==> src/rtl/ucomp_pkg.sv <==
package ucomp_pkg;

  typedef enum logic [1:0] {
    OP_NONE     = 2'd0,
    OP_COMPLETE = 2'd1,
    OP_SYNC     = 2'd2,
    OP_NOTIFY   = 2'd3
  } opKind_t;

  // Strobes from the sequencer to the datapath, one per action.
  typedef struct packed {
    logic latchCmd;
    logic wrId;
    logic wrLen;
    logic wrIdx;
    logic rdAvail;
    logic capAvail;
    logic rdUsed;
    logic capUsed;
    logic wrFlags;
    logic raise;
    logic skip;
  } ctlStrobe_t;

endpackage

==> src/rtl/ucomp_ctrl.sv <==
module ucomp_ctrl
  import ucomp_pkg::*;
(
  input  logic       clk,
  input  logic       rstN,
  input  logic       cmdValid,
  input  logic [1:0] cmdOp,
  input  logic       wantIrq,
  output logic       cmdReady,
  output ctlStrobe_t stb
);

  typedef enum logic [3:0] {
    S_IDLE, S_ID, S_LEN, S_IDX, S_RDA, S_WTA, S_DEC, S_RDU, S_WTU, S_WRF
  } state_t;

  state_t state, nextState;

  always_ff @(posedge clk) begin
    if (!rstN) state <= S_IDLE;
    else       state <= nextState;
  end

  always_comb begin
    nextState = state;
    stb       = '0;
    cmdReady  = 1'b0;
    unique case (state)
      S_IDLE: begin
        cmdReady = 1'b1;
        if (cmdValid && (opKind_t'(cmdOp) != OP_NONE)) begin
          stb.latchCmd = 1'b1;
          unique case (opKind_t'(cmdOp))
            OP_COMPLETE: nextState = S_ID;
            OP_SYNC:     nextState = S_IDX;
            default:     nextState = S_RDU;
          endcase
        end
      end
      S_ID:  begin stb.wrId     = 1'b1; nextState = S_LEN;  end
      S_LEN: begin stb.wrLen    = 1'b1; nextState = S_IDLE; end
      S_IDX: begin stb.wrIdx    = 1'b1; nextState = S_RDA;  end
      S_RDA: begin stb.rdAvail  = 1'b1; nextState = S_WTA;  end
      S_WTA: begin stb.capAvail = 1'b1; nextState = S_DEC;  end
      S_DEC: begin
        stb.raise = wantIrq;
        stb.skip  = !wantIrq;
        nextState = S_IDLE;
      end
      S_RDU: begin stb.rdUsed   = 1'b1; nextState = S_WTU;  end
      S_WTU: begin stb.capUsed  = 1'b1; nextState = S_WRF;  end
      S_WRF: begin stb.wrFlags  = 1'b1; nextState = S_IDLE; end
      default: nextState = S_IDLE;
    endcase
  end

endmodule

==> src/rtl/ucomp_dp.sv <==
module ucomp_dp
  import ucomp_pkg::*;
#(
  parameter int NUM_QUEUES = 4,
  parameter int RING_LOG2  = 3,
  parameter int AW         = 12,
  parameter int CNT_W      = 16,
  localparam int QW        = (NUM_QUEUES > 1) ? $clog2(NUM_QUEUES) : 1
) (
  input  logic                     clk,
  input  logic                     rstN,
  input  ctlStrobe_t               stb,
  input  logic [QW-1:0]            cmdQueue,
  input  logic [31:0]              cmdId,
  input  logic [31:0]              cmdLen,
  input  logic                     cmdEnable,
  input  logic [NUM_QUEUES*AW-1:0] usedBaseFlat,
  input  logic [NUM_QUEUES*AW-1:0] availBaseFlat,
  input  logic [NUM_QUEUES-1:0]    queueEmpty,
  input  logic                     notifyOnEmpty,
  input  logic [31:0]              memRdData,
  input  logic                     isrRdEn,
  output logic                     memWrEn,
  output logic                     memRdEn,
  output logic [AW-1:0]            memAddr,
  output logic [31:0]              memWrData,
  output logic [3:0]               memByteEn,
  output logic                     wantIrq,
  output logic [7:0]               isrValue,
  output logic                     irqLine,
  output logic [CNT_W-1:0]         countRaised,
  output logic [CNT_W-1:0]         countSkipped
);

  localparam int IDX_W = 16;
  localparam logic [7:0] QUEUE_CAUSE = 8'h01;

  logic [QW-1:0]               qSel;
  logic [31:0]                 idReg, lenReg, rdWord;
  logic                        enReg;
  logic [NUM_QUEUES*IDX_W-1:0] idxVec;

  // Per-queue producer index.
  for (genvar q = 0; q < NUM_QUEUES; q++) begin : g_queue
    logic [IDX_W-1:0] prodIdx;
    always_ff @(posedge clk) begin
      if (!rstN)                                prodIdx <= '0;
      else if (stb.wrLen && (qSel == QW'(q)))   prodIdx <= prodIdx + 1'b1;
    end
    assign idxVec[q*IDX_W +: IDX_W] = prodIdx;
  end

  always_ff @(posedge clk) begin
    if (!rstN) begin
      qSel   <= '0;
      idReg  <= '0;
      lenReg <= '0;
      enReg  <= 1'b0;
      rdWord <= '0;
    end else begin
      if (stb.latchCmd) begin
        qSel   <= cmdQueue;
        idReg  <= cmdId;
        lenReg <= cmdLen;
        enReg  <= cmdEnable;
      end
      if (stb.capAvail || stb.capUsed) rdWord <= memRdData;
    end
  end

  logic [IDX_W-1:0]     curIdx;
  logic [RING_LOG2-1:0] slot;
  logic [AW-1:0]        usedBase, availBase, elemAddr;

  assign curIdx    = idxVec[qSel*IDX_W +: IDX_W];
  assign slot      = curIdx[RING_LOG2-1:0];
  assign usedBase  = usedBaseFlat[qSel*AW +: AW];
  assign availBase = availBaseFlat[qSel*AW +: AW];
  assign elemAddr  = usedBase + AW'(1) + (AW'(slot) << 1);

  always_comb begin
    memWrEn   = 1'b0;
    memRdEn   = 1'b0;
    memAddr   = '0;
    memWrData = '0;
    memByteEn = 4'b0000;
    if (stb.wrId) begin
      memWrEn = 1'b1; memAddr = elemAddr;          memWrData = idReg;  memByteEn = 4'b1111;
    end else if (stb.wrLen) begin
      memWrEn = 1'b1; memAddr = elemAddr + AW'(1); memWrData = lenReg; memByteEn = 4'b1111;
    end else if (stb.wrIdx) begin
      memWrEn = 1'b1; memAddr = usedBase; memWrData = {curIdx, 16'h0000}; memByteEn = 4'b1100;
    end else if (stb.rdAvail) begin
      memRdEn = 1'b1; memAddr = availBase;
    end else if (stb.rdUsed) begin
      memRdEn = 1'b1; memAddr = usedBase;
    end else if (stb.wrFlags) begin
      memWrEn   = 1'b1;
      memAddr   = usedBase;
      memWrData = {16'h0000, rdWord[15:1], ~enReg};
      memByteEn = 4'b0011;
    end
  end

  // Interrupt gate: driver flag, overridden by notify-on-empty when drained.
  assign wantIrq = !rdWord[0] || (notifyOnEmpty && queueEmpty[qSel]);

  always_ff @(posedge clk) begin
    if (!rstN) begin
      isrValue     <= '0;
      irqLine      <= 1'b0;
      countRaised  <= '0;
      countSkipped <= '0;
    end else begin
      isrValue <= (isrRdEn ? 8'h00 : isrValue) | (stb.raise ? QUEUE_CAUSE : 8'h00);
      if (stb.raise)    irqLine <= 1'b1;
      else if (isrRdEn) irqLine <= 1'b0;
      if (stb.raise) countRaised  <= countRaised + 1'b1;
      if (stb.skip)  countSkipped <= countSkipped + 1'b1;
    end
  end

endmodule

==> src/rtl/used_ring_completer.sv <==
module used_ring_completer
  import ucomp_pkg::*;
#(
  parameter int NUM_QUEUES = 4,
  parameter int RING_LOG2  = 3,
  parameter int AW         = 12,
  parameter int CNT_W      = 16,
  localparam int QW        = (NUM_QUEUES > 1) ? $clog2(NUM_QUEUES) : 1
) (
  input  logic                     clk,
  input  logic                     rstN,
  input  logic                     cmdValid,
  output logic                     cmdReady,
  input  logic [1:0]               cmdOp,
  input  logic [QW-1:0]            cmdQueue,
  input  logic [31:0]              cmdId,
  input  logic [31:0]              cmdLen,
  input  logic                     cmdEnable,
  input  logic [NUM_QUEUES*AW-1:0] usedBaseFlat,
  input  logic [NUM_QUEUES*AW-1:0] availBaseFlat,
  input  logic [NUM_QUEUES-1:0]    queueEmpty,
  input  logic                     notifyOnEmpty,
  output logic                     memWrEn,
  output logic                     memRdEn,
  output logic [AW-1:0]            memAddr,
  output logic [31:0]              memWrData,
  output logic [3:0]               memByteEn,
  input  logic [31:0]              memRdData,
  input  logic                     isrRdEn,
  output logic [7:0]               isrValue,
  output logic                     irqLine,
  output logic [CNT_W-1:0]         countRaised,
  output logic [CNT_W-1:0]         countSkipped
);

  ctlStrobe_t stb;
  logic       wantIrq;

  ucomp_ctrl i_ctrl (
    .clk      (clk),
    .rstN     (rstN),
    .cmdValid (cmdValid),
    .cmdOp    (cmdOp),
    .wantIrq  (wantIrq),
    .cmdReady (cmdReady),
    .stb      (stb)
  );

  ucomp_dp #(
    .NUM_QUEUES (NUM_QUEUES),
    .RING_LOG2  (RING_LOG2),
    .AW         (AW),
    .CNT_W      (CNT_W)
  ) i_dp (
    .clk           (clk),
    .rstN          (rstN),
    .stb           (stb),
    .cmdQueue      (cmdQueue),
    .cmdId         (cmdId),
    .cmdLen        (cmdLen),
    .cmdEnable     (cmdEnable),
    .usedBaseFlat  (usedBaseFlat),
    .availBaseFlat (availBaseFlat),
    .queueEmpty    (queueEmpty),
    .notifyOnEmpty (notifyOnEmpty),
    .memRdData     (memRdData),
    .isrRdEn       (isrRdEn),
    .memWrEn       (memWrEn),
    .memRdEn       (memRdEn),
    .memAddr       (memAddr),
    .memWrData     (memWrData),
    .memByteEn     (memByteEn),
    .wantIrq       (wantIrq),
    .isrValue      (isrValue),
    .irqLine       (irqLine),
    .countRaised   (countRaised),
    .countSkipped  (countSkipped)
  );

endmodule

==> config.mk <==
export PLATFORM = sky130hd
export DESIGN_NAME = used_ring_completer
export DESIGN_NICKNAME = d
export VERILOG_FILES = /design/src/rtl/ucomp_pkg.sv /design/src/rtl/ucomp_ctrl.sv /design/src/rtl/ucomp_dp.sv /design/src/rtl/used_ring_completer.sv
export SDC_FILE = /design/constraint.sdc
export NUM_CORES = 1
export LEC_CHECK = 0
export BUFFER_PORTS_ARGS = -buffer_cell sky130_fd_sc_hd__buf_2
export CORE_MARGIN = 1
export CORE_UTILIZATION = 45
export DETAILED_ROUTE_END_ITERATION = 8
export PLACE_DENSITY = 0.82
export SETUP_SLACK_MARGIN = 0.02
export SLEW_MARGIN = 20
export SYNTH_ARGS = -nofsm -noshare
export SYNTH_HDL_FRONTEND = slang
export SYNTH_SLANG_ARGS = --single-unit
==> constraint.sdc <==
create_clock -name clk -period 4.9 [get_ports clk]
set_clock_uncertainty 0.2 [all_clocks]
set_input_delay 0.49 -clock clk [delete_from_list [all_inputs] [get_ports clk]]
set_output_delay 0.49 -clock clk [all_outputs]
set_load 0.1 [all_outputs]
# Word level (Yosys, flattened, before mapping)
# Cells that the tools add are included.
dict set report word_totals {
  reg_bits 192
  in_bits 206
  elab_cells 109
}
dict set report classes {
  n_addsub 9
  mul 1
  n_lt_le_gt_ge 1
  eq_ne 15
  n_shift 3
  muxes 50
  bitwise_logic 2
  n_reduce_logical 14
}
# operator count
set ops {}
lappend ops {{2-to-1 mux 32 bit} 5}
lappend ops {{adder 16 x 1 -> 16 bit, second input constant} 6}
lappend ops {{indexed part select 48 x 7 -> 12 bit} 2}
lappend ops {{2-to-1 mux 12 bit} 6}
lappend ops {{indexed part select 64 x 7 -> 16 bit} 1}
lappend ops {{case mux 4 bit (7 select lines)} 1}
lappend ops {{2-to-1 mux 1 bit} 26}
lappend ops {{adder 12 x 1 -> 12 bit, second input constant} 2}
lappend ops {{2-to-1 mux 4 bit} 6}
lappend ops {{== test 4 x 3 -> 1 bit, second input constant} 4}
lappend ops {{2-to-1 mux 16 bit} 1}
lappend ops {{adder 12 x 4 -> 12 bit} 1}
lappend ops {{== test 4 x 2 -> 1 bit, second input constant} 2}
lappend ops {{== test 4 bit, second input constant} 2}
lappend ops {{2-to-1 mux 8 bit} 1}
lappend ops {{OR 8 bit} 1}
lappend ops {{== test 2 bit, second input constant} 3}
lappend ops {{logical AND 1 bit} 6}
lappend ops {{case mux 3 bit (2 select lines)} 1}
lappend ops {{== test 2 x 1 -> 1 bit, second input constant} 2}
lappend ops {{== test 4 x 1 -> 1 bit, second input constant} 1}
lappend ops {{zero test 4 bit} 1}
lappend ops {{multiplier 2 x 2 -> 4 bit, second input constant} 1}
lappend ops {{2-to-1 mux 2 bit} 2}
lappend ops {{other kinds (8)} 11}

# Depth between registers and ports, before layout
# Gate-level depths: netlist (run 1).
dict set report logic_depth {
  depth_word 8
  depth_mapped 12
  ltp_nobuf 11
}

# Hierarchy
# Synthesis (run 1) repeated with hierarchy kept, for this count alone.
dict set report hier_totals {
  cells_unflattened 1087
  area_unflattened_um2 10333.7
}
# module n_inst cells_per_inst area_each_um2
set by_module_without_submodules {}
lappend by_module_without_submodules {ucomp_dp 1 1045 10005.8}
lappend by_module_without_submodules {ucomp_ctrl 1 42 327.8}

# Worst setup path after synthesis (run 1)
# No wires, ideal clock.
dict set report synth_path {
  path_type {reg-to-output}
  start {reg i_dp.qSel[0]}
  end {out memAddr[9]}
  t_arrival_ns 5.056
  required_ns 4.210
  path_slack_ns -0.846
  path_stages_with_launch 13
  cell_sequence {dfxtp_1 buf_6 buf_2 buf_2 mux4_2 fa_1 a21o_1 a21oi_1 xor2_1 or3_4 a2111oi_2 xnor2_1 a21oi_1}
}
dict set report synth_between {
  elab_chain_len 8
}
# element line
set synth_rtl {}
lappend synth_rtl {{start, declared} ucomp_dp.sv:38} ;# logic [QW-1:0] qSel;
lappend synth_rtl {{start signal, assigned} ucomp_dp.sv:62} ;# qSel <= cmdQueue;
lappend synth_rtl {{parallel branches: the longest is 7 deep, another holds adder 12 x 1 -> 12 bit} --}
lappend synth_rtl {{2-to-1 mux 12 bit (*)} ucomp_dp.sv:87} ;# if (stb.wrId) begin
lappend synth_rtl {{end, declared} used_ring_completer.sv:25} ;# output logic [AW-1:0] memAddr,
# Every way passes the cells marked *.

# Worst setup path after layout (run 1)
dict set report layout_path {
  start {reg i_dp.qSel[0]}
  end {out memAddr[11]}
}
# Same word-level chain as after synthesis.

==> flow_summary.yaml, run 1 <==
finish:
  drive_gt1_frac: 0.272
  nets: 1678
  design_area_um2: 12900
  final_common_cell: "buf_2"
  syn_to_final_growth_pct: 23.2
  most-common-layout-cells: "buf_2, nand2_1, dfxtp_1"
die:
  core_area_um2: 22700
  ios: 298
  start_util: 0.460
  die-area_um2: 23800
  fp.dieW_um: 154
  die_y_um: 154
  core.rowCount: 55
synthesis:
  ys.flop_type: "dfxtp_1"
  syn_inst: 1221
  ys_seq_area_frac: 0.354
  syn_avg_cell_area_um2: 8.56
  yosysWarningCount: 0
  ys_ff_latch: 185
  synth_area_um2: 10500
  ys_async_sr_fraction: 0
  synth_edf_count: 0
  synth_cell_type_count: 67
cts:
  cts.sinks: 185
  cts_tree: "built"
  cts_buffer_depth: 2
  clock_latency_ns: 0.43
  htree_levels: 4
  numCtsBuffers: 17
  cts_root_buffer: "clkbuf_16"
  path_clk_slew_ns: 0.07
sta:
  worst_slew_pin_slew_ns: 1.07
  tns_ns: 0
  min_period_over_period: 0.973
  max_slew_margin: 0.285
  rsz0062_at_grt: "false"
  final_hold_viol_count: 0
  fmax_mhz: 210
  finalCriticalPeriod_ns: 4.77
  setup_violations: 0
  final-max-slew-violation-count: 0
detailed_routing:
  routed_wl_um: 31200
  firstDrtPassIters: 8
  first_iter_violations: 848
  wl_per_cell_um: 17.7
  antenna_left: 0
  vias: 9789
  viasPerCell: 5.56
  drc_errors: 0
power_and_ir_drop:
  switching_power_w: 0.00177
  switching_share: 0.382
  pwr-share-seq: 0.350
  combPwrFrac: 0.338
  p_per_area_nw_per_um2: 361
  p_leak_nw: 5.41
  pwr-share-clk: 0.313
  ir_drop_mv: 0.251
  total_power_w: 0.00465
  p_int_w: 0.00287
run:
  drv_cap: 0
setup_path:
  ff2ff_setup_slack_ns: 1.12
  cp_slowest_stage_delay_ns: 0.60
  critPathLaunchType: "flop"
  cp_slowest_cell: "mux4_2"
  crit_fanout: 7
  critPathRequiredTime_ns: 4.21
  rr_endpoint: "i_dp.g_queue[2].prodIdx[15]$_SDFFE_PN0P_"
  critPathKind: "reg2out"
  endpoint_kind: "output pin"
  critical_path.top_delay_family: "simple AND/OR/NAND/NOR gates"
  cp.buffers_inverters: 1
  worst_ep_arrival_time_ns: 4.08
  rr_startpoint: "i_ctrl.state[1]$_SDFFE_PN0P_"
  cp.depth: 10
  path_cells: "mux4_2 -> ha_1 -> and3_1 -> a221oi_4 -> xnor2_1 -> or3_4 -> or4b_4 -> o211ai_2 -> o311a_4 -> buf_12"
  worstRegToRegCells: 7
placement:
  placed_cell_area_um2: 12100
  place.gp.congestion: 0.915
  numPortBuffers: 274
  dp.final_hpwl_um: 22800
hold_path:
  hp-start: "cmdQueue[0]"
  min_to: "i_dp.qSel[0]$_SDFFE_PN0P_"
  min-delay-path-class: "in2reg"
  min_path_cells: 3
grt:
  grt.total_usage: 0.255
  grt_pass1_vias: 9351
  grt_overflow: 0
  grt_pass1_wl_um: 48100
  grt_max_degree: 133
  antenna_found_initial: 8
run_status:
  status: "finished, final reports clean"
[final cells by class]
class	instances	area (um^2)
Antenna cell	4	10.0
Clock buffer	20	467
Clock inverter	12	159
Fill cell	1995	9840
Inverter	44	165
Multi-Input combinational cell	914	6340
Sequential cell	185	3710
Tap cell	285	357
Timing Repair Buffer	297	1670
[logic make-up (layout without fill, tap and decap cells)]
family	Yosys count	after routing	synth area share
xor+xnor	90	90	0.0754
compound gates	238	238	0.156
flops	185	185	0.354
fa+ha+maj	13	13	0.0163
simple gates	514	514	0.246
mux	52	52	0.0997
buf+inv	128	373	0.0516
other cells	1	11	0.000359
[flip-flops by register name, indices dropped and copies added (netlist names)]
name,cells
i_dp.idReg,32
i_dp.rdWord,16
i_dp.countRaised,16
i_dp.countSkipped,16
i_dp.enReg,1
i_dp.qSel,2
i_dp.lenReg,32
i_dp.irqLine,1
i_dp.isrValue,1
i_ctrl.state,4
i_dp.g_queue.prodIdx,64
[layer usage]
| layer | global-route usage | share of wire | vias up |
|---|---|---|---|
| li1 | - | - | 4707 |
| met1 | 0.306 | 0.41 | 4593 |
| met2 | 0.433 | 0.47 | 409 |
| met3 | 0.0580 | 0.072 | 74 |
| met4 | 0.124 | 0.041 | 6 |
| met5 | 0 | 0.0013 | - |
[worst max-delay path by stage]
stage                                          from          end  slack [ns]
after global routing      i_dp.qSel[0]$_SDFFE_PN0P_  memAddr[11]        0.03
after floorplan           i_dp.qSel[0]$_SDFFE_PN0P_   memAddr[9]       -0.17
final                     i_dp.qSel[0]$_SDFFE_PN0P_  memAddr[11]        0.13
after global placement    i_dp.qSel[0]$_SDFFE_PN0P_  memAddr[11]        0.44
after detailed placement  i_dp.qSel[0]$_SDFFE_PN0P_  memAddr[11]        0.39
after CTS                 i_dp.qSel[0]$_SDFFE_PN0P_  memAddr[11]        0.06
[synth_stat cells, drive strengths merged, types with 32 or more instances]
| master | instances | area, um^2 |
|---|---|---|
| a21oi | 78 | 390 |
| clkbuf | 61 | 233 |
| xnor2 | 67 | 587 |
| and2 | 76 | 475 |
| nand3 | 32 | 165 |
| inv | 44 | 165 |
| dfxtp | 185 | 3700 |
| nor2 | 79 | 299 |
| nor2b | 36 | 225 |
| nand2 | 190 | 713 |
| mux4 | 40 | 916 |
| a21boi | 80 | 601 |
[metrics by stage]
step	hold slack, ns	setup slack [ns]	utilization	instances
after floorplan	0.243	-0.169	-	1227
after global placement	0.251	0.438	0.535	1719
after detailed placement	0.257	0.389	0.535	1719
after CTS	0.0927	0.0597	0.563	1751
after global routing	0.0896	0.0333	0.567	1760
final	0.0975	0.133	0.567	1761
[power groups by stage]
stage               sequential (W)  combinational, W  clock, W
floorplan                  0.00163           0.00118         0
finish                     0.00162           0.00157   0.00145
CTS                        0.00162           0.00155   0.00148
global route               0.00163           0.00165   0.00154
detailed placement         0.00166           0.00155         0
global placement           0.00165           0.00153         0
[worst reg2reg max path, delay by kind of cell (launching register included)]
family	cells	cell delay [ns]
XOR/XNOR	1	0.13
flip-flops	1	0.93
AND/OR/NAND/NOR	6	2.41
[repair_timing]
action,CTS,global route
endpoints found under the setup margin,2,3
endpoints found under the hold margin,0,0
buffers inserted,0,6
hold buffers,0,0
resized for setup,4,5
pin swaps,0,1
cloned,0,0
(Power assumes the default switching activity.)
==> inputs of run 2 (changes only) <==
--- a/config.mk
+++ b/config.mk
@@ -6,12 +6,14 @@
 export NUM_CORES = 1
 export LEC_CHECK = 0
 export BUFFER_PORTS_ARGS = -buffer_cell sky130_fd_sc_hd__buf_2
+export CAP_MARGIN = 25
 export CORE_MARGIN = 1
 export CORE_UTILIZATION = 45
 export DETAILED_ROUTE_END_ITERATION = 8
+export HOLD_SLACK_MARGIN = 0.1
 export PLACE_DENSITY = 0.82
 export SETUP_SLACK_MARGIN = 0.02
-export SLEW_MARGIN = 20
+export SLEW_MARGIN = 0
 export SYNTH_ARGS = -nofsm -noshare
 export SYNTH_HDL_FRONTEND = slang
 export SYNTH_SLANG_ARGS = --single-unit
==> run 2 against run 1 <==
Net effect:
- global-route usage up 0.16 points
- sequential cell count stayed put
- die area unchanged
- final cell count grew 0.74%
- critical path depth stayed put
- sequential power barely moved
- power is 0.27% higher
- routed wire length grew 0.88%
- largest cell class unchanged
==> flow_summary.yaml, run 2 (synthesis gave the netlist of run 1 again) <==
detailed_routing:
  vias: 9896
  firstDrtPassIters: 8
  first_iter_violations: 828
  antenna_left: 0
  routed_wl_um: 31400
  viasPerCell: 5.58
  drc_errors: 0
  wl_per_cell_um: 17.7
finish:
  n_fill_cell: 1973
  seqCellArea_um2: 3710
  nets: 1692
  most-common-layout-cells: "buf_2, nand2_1, dfxtp_1"
  top_register: "i_dp.g_queue.prodIdx"
  multi_input_area_um2: 6330
  drive_gt1_frac: 0.271
  top_regs: "i_dp.g_queue.prodIdx: 64 flops, i_dp.idReg: 32 flops, i_dp.lenReg: 32 flops"
  largest_register_ff_count: 64
  syn_to_final_growth_pct: 24.7
  final_common_cell: "buf_2"
  final-instance-count-excl-fill: 1774
setup_path:
  worstRegToRegCells: 7
  worst_ep_arrival_time_ns: 4.07
  rr_startpoint: "i_ctrl.state[1]$_SDFFE_PN0P_"
  critPathRequiredTime_ns: 4.21
  rr_endpoint: "i_dp.g_queue[2].prodIdx[15]$_SDFFE_PN0P_"
  ff2ff_setup_slack_ns: 1.18
  cp.depth: 10
  critPathLaunchType: "flop"
  endpoint_kind: "output pin"
  worstSetupStartpoint: "i_dp.qSel[0]$_SDFFE_PN0P_"
  worstSetupEndpoint: "memAddr[11]"
  crit_fanout: 7
  cp.buffers_inverters: 1
  cp_slowest_cell: "mux4_2"
  cp_slowest_stage_delay_ns: 0.60
  path_cells: "mux4_2 -> ha_1 -> and3_1 -> a221oi_4 -> xnor2_1 -> or3_4 -> or4b_4 -> o211ai_2 -> o311a_4 -> buf_12"
  critPathKind: "reg2out"
  critical_path.top_delay_family: "simple AND/OR/NAND/NOR gates"
grt:
  grt_max_degree: 133
  grt.met2_usage: 0.434
  antenna_found_initial: 7
  grt.total_usage: 0.257
  grt_pass1_wl_um: 48500
  grt_overflow: 0
  grt-busiest-layer: "met2"
  grt.met1_usage: 0.308
  use_met3: 0.0566
  grt_pass1_vias: 9404
die:
  core.rowCount: 55
  die_y_um: 154
  core_area_um2: 22700
  fp.dieW_um: 154
  die-area_um2: 23800
  ios: 298
  start_util: 0.460
power_and_ir_drop:
  combPwrFrac: 0.340
  ir_drop_mv: 0.250
  p_int_w: 0.00288
  switching_share: 0.382
  p_leak_nw: 5.48
  switching_power_w: 0.00178
  pwr-share-clk: 0.312
  p_per_area_nw_per_um2: 358
  pwr-share-seq: 0.348
cts:
  numCtsBuffers: 17
  path_clk_slew_ns: 0.07
  htree_levels: 4
  clock_latency_ns: 0.43
  cts_buffer_depth: 2
  cts_root_buffer: "clkbuf_16"
  cts.sinks: 185
  cts_tree: "built"
run:
  drv_cap: 0
sta:
  max_slew_margin: 0.352
  worst_slew_pin_slew_ns: 0.968
  fmax_mhz: 210
  finalWorstSetupSlack_ns: 0.142
  min_period_over_period: 0.971
  setup_violations: 0
  final_hold_viol_count: 0
  rsz0062_at_grt: "false"
  finalCriticalPeriod_ns: 4.76
  final-max-slew-violation-count: 0
run_status:
  status: "finished, final reports clean"
placement:
  place.gp.congestion: 0.915
  pre_cts_slack_ns: 0.389
  numPortBuffers: 274
  dp_cells: 1719
  dp.final_hpwl_um: 22800
hold_path:
  min-delay-path-class: "in2reg"
[run 2: worst min path at each step]
stage                                      startpoint                     endpoint  slack, ns  cells after the start
final                                       cmdLen[2]  i_dp.lenReg[2]$_SDFFE_PN0P_       0.11                      3
after global routing                        cmdId[10]  i_dp.idReg[10]$_SDFFE_PN0P_       0.10                      3
after CTS                                   cmdLen[9]  i_dp.lenReg[9]$_SDFFE_PN0P_       0.10                      3
after detailed placement   i_dp.idReg[7]$_SDFFE_PN0P_   i_dp.idReg[7]$_SDFFE_PN0P_       0.26                      2
after global placement     i_dp.idReg[7]$_SDFFE_PN0P_   i_dp.idReg[7]$_SDFFE_PN0P_       0.25                      2
after floorplan           i_dp.idReg[16]$_SDFFE_PN0P_  i_dp.idReg[16]$_SDFFE_PN0P_       0.24                      2
[run 2: stage by stage]
stage / hold slack, ns / area (um^2) / utilization / power [W] / setup TNS, ns
6_report: 0.109 / 13000 / 0.574 / 0.00466 / 0
5_1_grt: 0.101 / 13000 / 0.574 / 0.00484 / 0
4_1_cts: 0.100 / 12900 / 0.567 / 0.00466 / 0
3_5_place_dp: 0.257 / 12100 / 0.535 / 0.00320 / 0
3_3_place_gp: 0.251 / 12100 / 0.535 / 0.00319 / 0
2_1_floorplan: 0.243 / 10500 / - / 0.00281 / -0.169
[run 2: cell type report]
cell class                 instances  area share
multi-input combinational        914       0.486
inverter                          44      0.0127
tap                              285      0.0274
clock inverter                    12      0.0122
clock buffer                      20      0.0358
sequential                       185       0.285
antenna                            3    0.000576
timing repair buffer             311       0.141
[run 2: what timing repair did]
action / in CTS / in global routing
gates resized for setup: 4 / 5
hold buffers: 10 / 2
hold endpoints to repair: 10 / 2
setup buffers: 0 / 6
pin swaps: 0 / 1
setup endpoints to repair: 2 / 3
gates cloned: 0 / 0
[run 2: layer usage]
metal  vias to the layer above  part of all wire
met5                         -           0.00086
met4                         4             0.046
met3                        87             0.073
met2                       432              0.47
met1                      4635              0.41
li1                       4738                 -
[run 2: worst register-to-register path, delay by kind of cell (launching register included)]
kind | cells | cell delay [ns]
simple gates | 6 | 2.42
flops | 1 | 0.88
xor+xnor | 1 | 0.13
[run 2: power by group through the flow]
stage / combinational (W) / sequential [W] / clock, W
floorplan: 0.00118 / 0.00163 / 0
global placement: 0.00153 / 0.00165 / 0
detailed placement: 0.00155 / 0.00166 / 0
CTS: 0.00156 / 0.00162 / 0.00148
global route: 0.00167 / 0.00163 / 0.00154
finish: 0.00158 / 0.00162 / 0.00145
